File: src/rtl/wsd_pkg.sv
package wsd_pkg;

    typedef enum logic [2:0] {
        ST_IDLE,
        ST_ARM,
        ST_SETUP,
        ST_LOW,
        ST_HIGH,
        ST_TAIL,
        ST_REL
    } seq_state_e;

    typedef struct packed {
        logic up;
        logic keep;
    } cmd_t;

    typedef struct packed {
        logic sel_n;
        logic step_lvl;
    } pins_t;

    localparam pins_t PINS_IDLE = '{sel_n: 1'b1, step_lvl: 1'b1};

    // Minimum time in ns to clock cycles, rounded up, never below one.
    function automatic int ns_to_cyc(input int ns, input int hz);
        longint c;
        c = (longint'(ns) * longint'(hz) + 64'sd999_999_999) / 64'sd1_000_000_000;
        if (c < 64'sd1) c = 64'sd1;
        return int'(c);
    endfunction

    function automatic int max_i(input int a, input int b);
        return (a > b) ? a : b;
    endfunction

endpackage

File: src/rtl/wsd_cmd.sv
module wsd_cmd
    import wsd_pkg::*;
#(
    parameter int CNT_W     = 8,
    parameter int MAX_STEPS = 99,
    parameter int STEP_W    = 7
) (
    input  logic                    clk,
    input  logic                    rst,
    input  logic                    load,
    input  logic                    dec,
    input  logic signed [CNT_W-1:0] count_in,
    input  logic                    keep_in,
    output logic                    in_zero,
    output cmd_t                    cmd,
    output logic [STEP_W-1:0]       left
);
    localparam int MAG_W = CNT_W + 1;

    logic signed [MAG_W-1:0] ext;
    logic        [MAG_W-1:0] mag;
    logic        [STEP_W-1:0] clamped;

    always_comb begin
        ext     = {count_in[CNT_W-1], count_in};
        mag     = ext[MAG_W-1] ? MAG_W'(-ext) : MAG_W'(ext);
        clamped = (mag > MAG_W'(MAX_STEPS)) ? STEP_W'(MAX_STEPS) : STEP_W'(mag);
        in_zero = (mag == '0);
    end

    always_ff @(posedge clk) begin
        if (rst) begin
            cmd  <= '{up: 1'b1, keep: 1'b0};
            left <= '0;
        end else if (load) begin
            cmd.up   <= ~count_in[CNT_W-1];
            cmd.keep <= keep_in;
            left     <= clamped;
        end else if (dec && left != '0) begin
            left <= left - STEP_W'(1);
        end
    end

endmodule

File: src/rtl/wsd_timer.sv
module wsd_timer #(
    parameter int TW = 8
) (
    input  logic          clk,
    input  logic          rst,
    input  logic          load,
    input  logic [TW-1:0] len,
    output logic          expired
);
    logic [TW-1:0] cnt;

    // A phase of length N is loaded with N-1 and ends when the count is zero.
    always_ff @(posedge clk) begin
        if (rst)               cnt <= '0;
        else if (load)         cnt <= len - TW'(1);
        else if (cnt != '0)    cnt <= cnt - TW'(1);
    end

    assign expired = (cnt == '0);

endmodule

File: src/rtl/wsd_seq.sv
module wsd_seq
    import wsd_pkg::*;
#(
    parameter int TW           = 8,
    parameter int STEP_W       = 7,
    parameter int T_DIR_HOLD   = 1,
    parameter int T_SETUP_W    = 1,
    parameter int T_LOW        = 1,
    parameter int T_HIGH_W     = 1,
    parameter int T_LAST_LOW   = 1,
    parameter int T_REL_GAP    = 1,
    parameter int T_STORE_WAIT = 1,
    parameter int T_SKIP_WAIT  = 1
) (
    input  logic              clk,
    input  logic              rst,
    input  logic              start,
    input  logic              in_zero,
    input  logic              keep_in,
    input  cmd_t              cmd,
    input  logic [STEP_W-1:0] left,
    input  logic              expired,
    output logic              cmd_load,
    output logic              step_dec,
    output logic              tmr_load,
    output logic [TW-1:0]     tmr_len,
    output pins_t             pins,
    output logic              dir_up,
    output logic              busy,
    output logic              done,
    output logic              err
);
    seq_state_e state, nxt;
    pins_t      pins_nxt;
    logic       fin;
    logic [TW-1:0] low_len;

    // The final low phase of a no-store command also covers the release gap.
    always_comb begin
        low_len = (left == STEP_W'(1) && !cmd.keep) ? TW'(T_LAST_LOW) : TW'(T_LOW);
    end

    always_comb begin
        nxt      = state;
        tmr_load = 1'b0;
        tmr_len  = '0;
        cmd_load = 1'b0;
        step_dec = 1'b0;
        fin      = 1'b0;
        unique case (state)
            ST_IDLE: begin
                if (start) begin
                    if (in_zero && !keep_in) begin
                        fin = 1'b1;
                    end else begin
                        nxt      = ST_ARM;
                        tmr_load = 1'b1;
                        tmr_len  = TW'(T_DIR_HOLD);
                        cmd_load = 1'b1;
                    end
                end
            end
            ST_ARM: begin
                if (expired) begin
                    nxt      = ST_SETUP;
                    tmr_load = 1'b1;
                    tmr_len  = TW'(T_SETUP_W);
                end
            end
            ST_SETUP, ST_HIGH: begin
                if (expired) begin
                    tmr_load = 1'b1;
                    if (left != '0) begin
                        nxt      = ST_LOW;
                        step_dec = 1'b1;
                        tmr_len  = low_len;
                    end else begin
                        nxt     = ST_TAIL;
                        tmr_len = TW'(T_REL_GAP);
                    end
                end
            end
            ST_LOW: begin
                if (expired) begin
                    tmr_load = 1'b1;
                    if (left == '0 && !cmd.keep) begin
                        nxt     = ST_REL;
                        tmr_len = TW'(T_SKIP_WAIT);
                    end else begin
                        nxt     = ST_HIGH;
                        tmr_len = TW'(T_HIGH_W);
                    end
                end
            end
            ST_TAIL: begin
                if (expired) begin
                    nxt      = ST_REL;
                    tmr_load = 1'b1;
                    tmr_len  = TW'(T_STORE_WAIT);
                end
            end
            ST_REL: begin
                if (expired) begin
                    nxt = ST_IDLE;
                    fin = 1'b1;
                end
            end
            default: nxt = ST_IDLE;
        endcase
    end

    always_comb begin
        pins_nxt.sel_n    = (nxt == ST_IDLE) || (nxt == ST_REL);
        pins_nxt.step_lvl = !((nxt == ST_LOW) || (nxt == ST_REL && !cmd.keep));
    end

    always_ff @(posedge clk) begin
        if (rst) begin
            state  <= ST_IDLE;
            pins   <= PINS_IDLE;
            dir_up <= 1'b1;
            busy   <= 1'b0;
            done   <= 1'b0;
            err    <= 1'b0;
        end else begin
            state <= nxt;
            pins  <= pins_nxt;
            busy  <= (nxt != ST_IDLE);
            done  <= fin;
            if (start && state != ST_IDLE) err <= 1'b1;
            if (state == ST_ARM && expired) dir_up <= cmd.up;
        end
    end

endmodule

File: src/rtl/wiper_step_driver.sv
module wiper_step_driver
    import wsd_pkg::*;
#(
    parameter int CLK_HZ       = 50_000_000,
    parameter int CNT_W        = 8,
    parameter int TAPS         = 100,
    parameter int T_DIR_HOLD   = ns_to_cyc(100, CLK_HZ),
    parameter int T_SEL_SETUP  = ns_to_cyc(100, CLK_HZ),
    parameter int T_DIR_SETUP  = ns_to_cyc(2_900, CLK_HZ),
    parameter int T_LOW        = ns_to_cyc(1_000, CLK_HZ),
    parameter int T_HIGH       = ns_to_cyc(1_000, CLK_HZ),
    parameter int T_PERIOD     = ns_to_cyc(2_000, CLK_HZ),
    parameter int T_REL_GAP    = ns_to_cyc(1_000, CLK_HZ),
    parameter int T_STORE_WAIT = ns_to_cyc(20_000_000, CLK_HZ),
    parameter int T_SKIP_WAIT  = ns_to_cyc(100, CLK_HZ)
) (
    input  logic                    clk,
    input  logic                    rst,
    input  logic                    start,
    input  logic signed [CNT_W-1:0] step_count,
    input  logic                    store,
    output logic                    sel_n,
    output logic                    dir_up,
    output logic                    step_line,
    output logic                    busy,
    output logic                    done,
    output logic                    err_busy
);
    localparam int MAX_STEPS  = TAPS - 1;
    localparam int STEP_W     = $clog2(TAPS);
    localparam int T_SETUP_W  = max_i(T_SEL_SETUP, T_DIR_SETUP);
    localparam int T_HIGH_W   = max_i(T_HIGH, T_PERIOD - T_LOW);
    localparam int T_LAST_LOW = max_i(T_LOW, T_REL_GAP);
    localparam int T_MAX      = max_i(max_i(max_i(T_DIR_HOLD, T_SETUP_W), max_i(T_HIGH_W, T_LAST_LOW)),
                                      max_i(T_STORE_WAIT, T_SKIP_WAIT));
    localparam int TW         = $clog2(T_MAX + 1);

    logic              cmd_load, step_dec, in_zero, tmr_load, expired;
    logic [TW-1:0]     tmr_len;
    logic [STEP_W-1:0] left;
    cmd_t              cmd;
    pins_t             pins;

    wsd_cmd #(
        .CNT_W(CNT_W), .MAX_STEPS(MAX_STEPS), .STEP_W(STEP_W)
    ) u_cmd (
        .clk(clk), .rst(rst), .load(cmd_load), .dec(step_dec),
        .count_in(step_count), .keep_in(store),
        .in_zero(in_zero), .cmd(cmd), .left(left)
    );

    wsd_timer #(.TW(TW)) u_tmr (
        .clk(clk), .rst(rst), .load(tmr_load), .len(tmr_len), .expired(expired)
    );

    wsd_seq #(
        .TW(TW), .STEP_W(STEP_W), .T_DIR_HOLD(T_DIR_HOLD), .T_SETUP_W(T_SETUP_W),
        .T_LOW(T_LOW), .T_HIGH_W(T_HIGH_W), .T_LAST_LOW(T_LAST_LOW),
        .T_REL_GAP(T_REL_GAP), .T_STORE_WAIT(T_STORE_WAIT), .T_SKIP_WAIT(T_SKIP_WAIT)
    ) u_seq (
        .clk(clk), .rst(rst), .start(start), .in_zero(in_zero), .keep_in(store),
        .cmd(cmd), .left(left), .expired(expired),
        .cmd_load(cmd_load), .step_dec(step_dec), .tmr_load(tmr_load), .tmr_len(tmr_len),
        .pins(pins), .dir_up(dir_up), .busy(busy), .done(done), .err(err_busy)
    );

    assign sel_n     = pins.sel_n;
    assign step_line = pins.step_lvl;

endmodule

File: config.mk
export PLATFORM = sky130hd
export DESIGN_NAME = wiper_step_driver
export DESIGN_NICKNAME = d
export VERILOG_FILES = /design/src/rtl/wsd_pkg.sv /design/src/rtl/wsd_cmd.sv /design/src/rtl/wsd_timer.sv /design/src/rtl/wsd_seq.sv /design/src/rtl/wiper_step_driver.sv
export SDC_FILE = /design/constraint.sdc
export NUM_CORES = 1
export LEC_CHECK = 0
export ABC_AREA = 1
export BUFFER_PORTS_ARGS = -buffer_cell sky130_fd_sc_hd__buf_2
export CORE_MARGIN = 8
export CORE_UTILIZATION = 40
export CTS_BUF_LIST = sky130_fd_sc_hd__clkbuf_16
export DETAILED_ROUTE_END_ITERATION = 10
export GPL_TIMING_DRIVEN = 0
export PLACE_DENSITY = 0.55
export SLEW_MARGIN = 20
export SYNTH_ARGS = -nofsm -noshare
export SYNTH_HDL_FRONTEND = slang
export SYNTH_HIERARCHICAL = 1
export SYNTH_SLANG_ARGS = --single-unit
File: constraint.sdc
create_clock -name clk -period 4.4 [get_ports clk]
set_input_delay 0.66 -clock clk [delete_from_list [all_inputs] [get_ports clk]]
set_output_delay 0.66 -clock clk [all_outputs]
set_load 0.005 [all_outputs]
* Yosys cells after proc, flatten, opt, wreduce, memory -nomap -nowiden *
Index checks and enable logic that the tools add are counted.

storage, ports and cells
  flip-flop bits (word level) = 38
  input port bits = 12
  logic and storage cells = 84

operators by class
  $add $sub $neg = 4
  magnitude comparators = 1
  equality and inequality tests = 8
  mux-type cells = 35
  bitwise operators = 1
  reductions and logical operators = 24

operators by type and width
  kind                     number
  $mux W20                 5
  $pmux W20 S5             1
  $sub A20 B1 Y20 const B  2
  $mux W3                  9
  $mux W7                  3
  $logic_not A20 Y1        1
  $reduce_bool A20 Y1      1
  $pmux W3 S6              1
  $eq A3 B3 Y1 const B     4
  $mux W6                  2
  $eq A3 B2 Y1 const B     3
  $gt A9 B7 Y1 const B     1
  $logic_not A9 Y1         1
  $mux W1                  9
  $mux W9                  1
  $neg A8 Y9               1
  $mux W8                  1
  $logic_not A7 Y1         1
  $reduce_bool A7 Y1       1
  $sub A7 B1 Y7 const B    1
  $logic_and A1 B1 Y1      6
  $logic_not A3 Y1         2
  $reduce_bool A3 Y1       2
  $reduce_or A5 Y1         1
  8 further kinds          13

* Depth between registers and ports, before layout *
Gate-level depths: netlist of the first run.

  depth in word-level cells = 11
  depth in mapped cells = 29
  gate-level depth less buffers = 27

* Hierarchy *
Netlist of the first run, hierarchy kept.

by module, submodules not included
  module     times used  cells each  area an instance (um^2)  seq. area each (um^2)
  wsd_timer  1           271         1594.0                   400.4
  wsd_cmd    1           116         769.5                    180.2
  wsd_seq    1           109         719.4                    180.2

* Worst setup path before layout of the first run *
No wires, ideal clock.

  kind = input -> register
  from = input step_count[0]
  to = register u_tmr.cnt[6]
  library setup time = 0.128 ns
  arrival = 3.139 ns
  required time = 4.272 ns
  path slack = 1.133 ns
  stages = 27
  path through = inv_2 -> ha_1 -> nand2_2 -> nand2_1 -> nand2_1 -> nand2_1 -> nor2_1 -> nand2_1 -> nor4_1 -> inv_1 -> nor2_1 -> nor3_4 -> inv_1 -> nand2_1 -> buf_6 -> buf_6 -> nand2_1 -> o21ai_2 -> inv_1 -> ha_1 -> nand2_1 -> nor2_2 -> nand2_2 -> inv_1 -> nor2_1 -> o21ai_0 -> nor2_1

RTL lines
  element                                                line                     source
  from (decl)                                            wiper_step_driver.sv:20  input logic signed [CNT_W-1:0] step_count,
  $neg A8 Y9                                             wsd_cmd.sv:26            mag = ext[MAG_W-1] ? MAG_W'(-ext) : MAG_W'(ext);
  $mux W9 *                                              wsd_cmd.sv:26
  $logic_not A9 Y1 *                                     wsd_cmd.sv:28            in_zero = (mag == '0);
  net in_zero                                            wiper_step_driver.sv:38  logic cmd_load, step_dec, in_zero, tmr_load, expired;
  $logic_and A1 B1 Y1 *                                  wsd_seq.sv:53            if (in_zero && !keep_in) begin
  $mux W1 *                                              wsd_seq.sv:53
  $mux W1 *                                              wsd_seq.sv:52            if (start) begin
  $pmux W1 S2 *                                          wsd_seq.sv:50            unique case (state)
  net tmr_load                                           wiper_step_driver.sv:38
  $mux W20 / $reduce_bool A2 Y1 (equally long branches)  --
  to (signal assigned)                                   wsd_timer.sv:15          else if (load) cnt <= len - TW'(1);
  to (signal assigned)                                   wsd_timer.sv:16          else if (cnt != '0) cnt <= cnt - TW'(1);
  to (decl)                                              wsd_timer.sv:10          logic [TW-1:0] cnt;

The timed path passes the listed nets; every way through them passes the cells marked *.
A chain may end at the register's enable or synchronous reset.

* Worst setup path in the final report of the first run *
  from = input step_count[0]
  to = register u_tmr.cnt[16]

Same word-level chain as after synthesis.

==> results.py, run 1 <==
metrics = {
    "global_routing": {
        "grt_max_degree": 14,
        "overflow": 0,
        "grt_first_pass_wirelength_mm": 13.07,
        "grt.total_usage": 0.1440,
        "grt_pass1_vias": 2751,
        "antenna_found_initial": 0,
    },
    "cells_and_area": {
        "utilization": 0.4617,
        "n_antenna_cell": 0,
        "final_area_um2": 3512,
        "fin_nets": 542,
        "areaGrowthSynthToFinish_pct": 13.92,
        "final_cells": 629,
        "layout-drive-gt1-share": 0.2334,
    },
    "worst_hold_path": {
        "hp-start": "u_seq/dir_up",
        "min_to": "u_seq/dir_up",
        "hold_class": "register to register",
        "min_path_cells": 2,
    },
    "sta": {
        "setup_ws_ns": 0.7935,
        "skew_ns": 0.003976,
        "worstMarginPinSlew_ns": 0.7089,
        "drv_slew": 0,
        "finalCriticalPeriod_ns": 3.606,
        "finalSetupViolations": 0,
        "finalSetupTns_ns": 0,
        "hold_viol": 0,
        "max-slew-margin-rel": 0.5257,
        "period_share": 0.8197,
        "max_freq_mhz": 277.3,
        "rsz0062_at_grt": "no",
        "hold_ws_ns": 0.4552,
    },
    "setup_path": {
        "reg2reg_slack_ns": 0.92,
        "r2r-end": "u_tmr/cnt[16]",
        "slowest_delay_ns": 0.22,
        "cp_slowest_cell": "nor2_1",
        "critPathMostFrequentCell": "nand2_1",
        "path_buf_inv": 7,
        "r2r-start": "u_tmr/cnt[15]",
        "cp_top_family": "simple AND/OR/NAND/NOR gates",
        "rr_worst_depth": 20,
        "cp.required_ns": 4.55,
        "crit_arrival_ns": 3.75,
        "end_kind": "register",
        "startpoint_type": "primary input",
        "cp_max_fo": 10,
        "path_class": "primary input to register",
    },
    "logic_synthesis": {
        "synth_cell_types": 41,
        "netlist.top_cell.by_area": "dfxtp_1",
        "synth_cells": 496,
        "syn_area_um2": 3083,
        "yosysMostFrequentCell": "nand2_1",
        "synth_seq_cells": 38,
        "synth-async-reset-ratio": 0,
        "yosys_warnings": 6,
        "ys.flop_type": "dfxtp_1",
        "syn_area_per_cell_um2": 6.216,
        "synth_commonest_cells": "nand2_1 (124), nor2_1 (60), inv_1 (55)",
        "synth-edff-count": 0,
        "yosys-top-cells-area": "dfxtp_1 (25%), nand2_1 (15%), nor2_1 (7.3%), nand3_1 (6.8%), inv_1 (6.7%)",
        "yosysSeqAreaShare": 0.2468,
        "yosysTopAreaCellShare": 0.2468,
    },
    "clock_network": {
        "clk_latency_ns": 0.28,
        "cts_resized": 0,
        "clk_pin_slew_ns": 0.06,
        "h-tree-depth": 2,
        "cts_hold_buf": 0,
        "cts_tree": "done",
        "root_buffer": "clkbuf_16",
        "clock-sinks": 38,
        "cts_setup_buffers": 0,
        "cts_buffer_depth": 2,
        "cts_buffers": 5,
    },
    "floorplanning": {
        "die_x_um": 103.8,
        "initial_core_util": 0.4053,
        "core_area_um2": 7607,
        "num_rows": 32,
        "dieArea_um2": 10770,
        "io_pins": 18,
        "die_h_um": 103.8,
    },
    "drt": {
        "via_per_inst": 4.817,
        "drt-pass1-iter-count": 5,
        "vias": 3030,
        "ant_nets": 0,
        "drc_errors": 0,
        "wl_per_cell_um": 12.09,
        "drt-initial-drc-count": 125,
        "routed_wl_mm": 7.602,
    },
    "power_and_ir_drop": {
        "swShare": 0.4726,
        "p_comb_frac": 0.575,
        "p_leak_nw": 1.689,
        "p_int_mw": 1.238,
        "peakVddDrop_v": 0.0002671,
        "power_density_nw_per_um2": 668.2,
        "fin_total_pwr_mw": 2.347,
        "seqPwrFrac": 0.220,
        "pwr-share-clk": 0.205,
        "p_sw_mw": 1.109,
    },
    "job": {
        "cap_violations": 0,
    },
    "placed_design": {
        "pre_cts_ws_ns": 0.5098,
        "placed_area_um2": 3318,
        "io_buffer_count": 17,
        "dp_hpwl_mm": 6.020,
        "gp_congestion": 0.8578,
        "place_inst": 621,
    },
    "outcome": {
        "status": "finished clean",
    },
}
## cells in the final DEF (no fill, tap or decap), types with 2 or more instances in the layout
cell type / synthesis / final
bufinv_16: 0 / 2
a21oi_2: 3 / 3
a21oi_1: 18 / 18
conb_1: 1 / 7
buf_2: 3 / 20
buf_4: 15 / 15
o21ai_2: 6 / 6
clkbuf_16: 0 / 5
o21ai_0: 9 / 9
nor2_1: 60 / 60
nor2_2: 18 / 18
nand2_1: 124 / 124
nor2_4: 8 / 8
or2_2: 2 / 2
nand4_1: 7 / 7
dfxtp_1: 38 / 38
xnor2_1: 2 / 2
inv_1: 55 / 55
buf_6: 4 / 4
nand3_1: 42 / 42
nand2_2: 19 / 19
inv_2: 10 / 10
ha_1: 4 / 4
o21bai_1: 3 / 3
nand3b_1: 5 / 5
nand3_2: 4 / 4
o22ai_1: 2 / 2
o21ai_1: 13 / 13
xor2_1: 3 / 3
nor3_1: 5 / 5
## worst max path at each step
stage	start	endpoint	slack [ns]	cells past startpoint
floorplan	step_count[0]	u_tmr/cnt[6]	1.13	27
global placement	step_count[0]	u_tmr/cnt[10]	0.50	27
finish	step_count[0]	u_tmr/cnt[16]	0.79	27
CTS	step_count[0]	u_tmr/cnt[16]	0.80	27
global route	step_count[0]	u_tmr/cnt[14]	0.38	28
detailed placement	step_count[0]	u_tmr/cnt[10]	0.51	27
## tightest hold or removal path, cell delays in order (launching register included)
cell and delay (ns):
dfxtp_1 0.32, nand2_1 0.05, nand3_1 0.05
## power by group through the flow
stage / Sequential [mW] / Clock [mW] / Combinational (mW)
after floorplan: 0.511 / 0 / 1.07
after global routing: 0.532 / 0.502 / 1.54
final: 0.517 / 0.481 / 1.35
after CTS: 0.516 / 0.488 / 1.35
after detailed placement: 0.523 / 0 / 1.34
after global placement: 0.522 / 0 / 1.34
## layer usage
metal / part of all wire / global-route usage / vias to the layer above
met3: 0.040 / 0.02045 / 6
met2: 0.46 / 0.2383 / 50
li1: - / - / 1620
met1: 0.50 / 0.1915 / 1354
met5: 0 / 0 / -
met4: 0.0091 / 0.03516 / 0
## registers in the layout, indices dropped and copies added, names as in the netlist
name / count
u_tmr/cnt: 20
u_cmd/left: 7
u_seq/state: 3
u_cmd/cmd: 2
u_seq/pins: 2
u_seq/busy: 1
u_seq/dir_up: 1
u_seq/done: 1
u_seq/err: 1
## final cells by class
| class | count | area (µm²) |
|---|---|---|
| Inverter | 68 | 259.0 |
| Buffer | 24 | 190.2 |
| Tap cell | 102 | 127.6 |
| Timing Repair Buffer | 17 | 85.08 |
| Multi-Input combinational cell | 372 | 1896 |
| Fill cell | 839 | 4095 |
| Clock buffer | 5 | 125.1 |
| Clock inverter | 3 | 68.82 |
| Sequential cell | 38 | 760.7 |
## cell families (layout without fill, tap and decap cells)
group / Yosys count / after routing / synth area share
adder cells (fa/ha/maj): 4 / 4 / 0.01623
buffers and inverters: 92 / 117 / 0.1457
flip-flops: 38 / 38 / 0.2468
other: 1 / 7 / 0.001216
XOR/XNOR: 5 / 5 / 0.01421
AND/OR/NAND/NOR: 299 / 299 / 0.4627
AO/OA/AOI/OAI: 57 / 57 / 0.1132
(Power assumes the default switching activity.)
==> inputs of run 2 (changes only) <==
--- a/config.mk
+++ b/config.mk
@@ -12,7 +12,7 @@
 export CTS_BUF_LIST = sky130_fd_sc_hd__clkbuf_16
 export DETAILED_ROUTE_END_ITERATION = 10
 export GPL_TIMING_DRIVEN = 0
-export PLACE_DENSITY = 0.55
+export PLACE_DENSITY = 0.57
 export SLEW_MARGIN = 20
 export SYNTH_ARGS = -nofsm -noshare
 export SYNTH_HDL_FRONTEND = slang
==> constraint.sdc (replaced) <==
create_clock -name clk -period 2.9 [get_ports clk]
set_input_delay 0.435 -clock clk [delete_from_list [all_inputs] [get_ports clk]]
set_output_delay 0.435 -clock clk [all_outputs]
set_load 0.005 [all_outputs]
==> run 2 against run 1 <==
- the run now ends with negative setup slack left
- hold slack worse by 0.049 ns
- final area is 13% higher
- sequential share of layout area decreased by 2.5 points
- largest cell class unchanged
==> results.py, run 2 (synthesized netlist as in run 1, its figures left out) <==
metrics = {
    "sta": {
        "setup_ws_ns": -0.04315,
        "drv_slew": 0,
        "hold_ws_ns": 0.4059,
        "period_share": 1.015,
        "finalSetupViolations": 5,
        "max_freq_mhz": 339.8,
        "worstMarginPinSlew_ns": 0.5175,
        "hold_viol": 0,
        "rsz0062_at_grt": "yes",
        "finalCriticalPeriod_ns": 2.943,
        "max-slew-margin-rel": 0.6550,
        "skew_ns": 0.003070,
    },
    "setup_path": {
        "rr_worst_depth": 20,
        "cp.required_ns": 3.05,
        "path_buf_inv": 8,
        "end_kind": "register",
        "cp_slowest_cell": "nor4_4",
        "cp_top_family": "simple AND/OR/NAND/NOR gates",
        "path_depth": 27,
        "cp_max_fo": 8,
        "startpoint_type": "primary input",
        "path_class": "primary input to register",
        "slowest_delay_ns": 0.30,
        "crit_arrival_ns": 3.09,
    },
    "floorplanning": {
        "num_rows": 32,
        "die_x_um": 103.8,
        "die_h_um": 103.8,
        "dieArea_um2": 10770,
        "io_pins": 18,
        "initial_core_util": 0.4053,
        "core_area_um2": 7607,
    },
    "clock_network": {
        "clock-sinks": 38,
        "cts_buffers": 5,
        "h-tree-depth": 2,
        "cts_buffer_depth": 2,
        "root_buffer": "clkbuf_16",
        "cts_tree": "done",
        "clk_pin_slew_ns": 0.06,
        "clk_latency_ns": 0.28,
    },
    "drt": {
        "via_per_inst": 4.844,
        "ant_nets": 0,
        "drt-pass1-iter-count": 4,
        "wl_per_cell_um": 12.75,
        "vias": 3158,
        "drt-initial-drc-count": 141,
        "drc_errors": 0,
        "routed_wl_mm": 8.313,
    },
    "cells_and_area": {
        "final_cell_mix": "nand2_1 (113), inv_1 (50), nor2_1 (47)",
        "largest_reg_flops": 20,
        "n_fill_cell": 782,
        "layout-drive-gt1-share": 0.3382,
        "largest-register": "u_tmr/cnt",
        "layout_commonest_cell": "nand2_1",
        "fin_nets": 565,
        "final_cells": 652,
        "reg.largest.list": "u_tmr/cnt (20), u_cmd/left (7), u_seq/state (3)",
        "n_antenna_cell": 0,
        "areaGrowthSynthToFinish_pct": 28.65,
    },
    "placed_design": {
        "io_buffer_count": 17,
        "dp_hpwl_mm": 6.090,
        "place_inst": 621,
        "gp_congestion": 0.8762,
        "pre_cts_ws_ns": -0.8325,
    },
    "power_and_ir_drop": {
        "power_density_nw_per_um2": 1022,
        "peakVddDrop_v": 0.0004654,
        "p_leak_nw": 1.850,
    },
    "job": {
        "cap_violations": 0,
    },
    "outcome": {
        "status": "finished with violations",
        "violations": "negative setup slack",
    },
    "global_routing": {
        "antenna_found_initial": 0,
        "grt_pass1_vias": 2955,
        "grt.total_usage": 0.1542,
        "grt_max_degree": 13,
        "overflow": 0,
        "grt_first_pass_wirelength_mm": 13.99,
    },
    "worst_hold_path": {
        "min_path_cells": 3,
        "hold_class": "primary input to register",
    },
}
==> run 2: cell count changes in the layout (fill, tap and decap cells not counted), moves of 5 or more <==
cell | before | now
nor2_1 | 60 | 47
nor2_2 | 18 | 25
nand2_1 | 124 | 113
nand2_2 | 19 | 26
nor2_4 | 8 | 14
buf_4 | 15 | 38
inv_1 | 55 | 50
==> run 2: worst register-to-register path, cell delays in order, from the launching register on <==
cell and delay, ns:
dfxtp_1 0.30, or2_2 0.31, nor3_2 0.24, and2_1 0.19
clkbuf_8 0.17, nand2_2 0.12, nor3_4 0.20, inv_1 0.12
nand3_4 0.11, nand2_4 0.06, o21ai_4 0.06, inv_2 0.07
ha_4 0.17, nand2_4 0.08, nor2_4 0.05, nand2_4 0.10
buf_12 0.12, buf_6 0.09, nor2_2 0.02, o21ai_1 0.12
nor2_1 0.05
==> run 2: path summary, 6_finish.rpt <==
kind / start / end / slack, ns
max reg2reg: u_tmr/cnt[15] / u_tmr/cnt[6] / 0.01
min reg2reg: u_seq/err / u_seq/err / 0.48
max: step_count[0] / u_tmr/cnt[6] / -0.04
min: start / u_seq/err / 0.41
==> run 2: power breakdown <==
group | internal, mW | switching [mW] | total (mW) | leakage, nW
Combinational | 0.998 | 1.56 | 2.56 | 1.45
Sequential | 0.682 | 0.106 | 0.788 | 0.312
Clock | 0.490 | 0.216 | 0.705 | 0.0915
Total | 2.17 | 1.88 | 4.05 | 1.85
==> run 2: area by class of cell <==
class,count,area (µm²),share of cell area
clock inverters,3,63.81,0.01609
multi-input cells,372,2110,0.5319
flip-flops and latches,38,760.7,0.1918
inverters,68,284.0,0.07161
clock buffers,5,125.1,0.03155
well taps,102,127.6,0.03218
repair buffers,41,301.5,0.07603
plain buffers,23,193.9,0.04890
==> run 2: through the flow <==
step | utilization | setup TNS, ns | area [µm²] | power (mW)
after detailed placement | 0.4418 | -11.60 | 3361 | 2.846
after global routing | 0.5214 | -1.907 | 3966 | 4.405
after floorplan | - | -0.1655 | 3148 | 2.416
final | 0.5214 | -0.1193 | 3966 | 4.052
after CTS | 0.4875 | 0 | 3709 | 3.725
after global placement | 0.4418 | -10.50 | 3361 | 2.825
==> run 2: what timing repair did <==
item | in CTS | in global routing
hold buffers | 0 | 0
gates resized for setup | 20 | 47
pin swaps | 11 | 27
setup buffers | 10 | 14
endpoints found under the setup margin | 20 | 20
==> run 2: routing by layer <==
metal  track usage  vias up  wire length [µm]
li1              -     1663                 -
met5             0        -                 0
met1        0.1968     1427              3830
met2        0.2580       52              4061
met3       0.02540       16               246
met4       0.04860        0               174
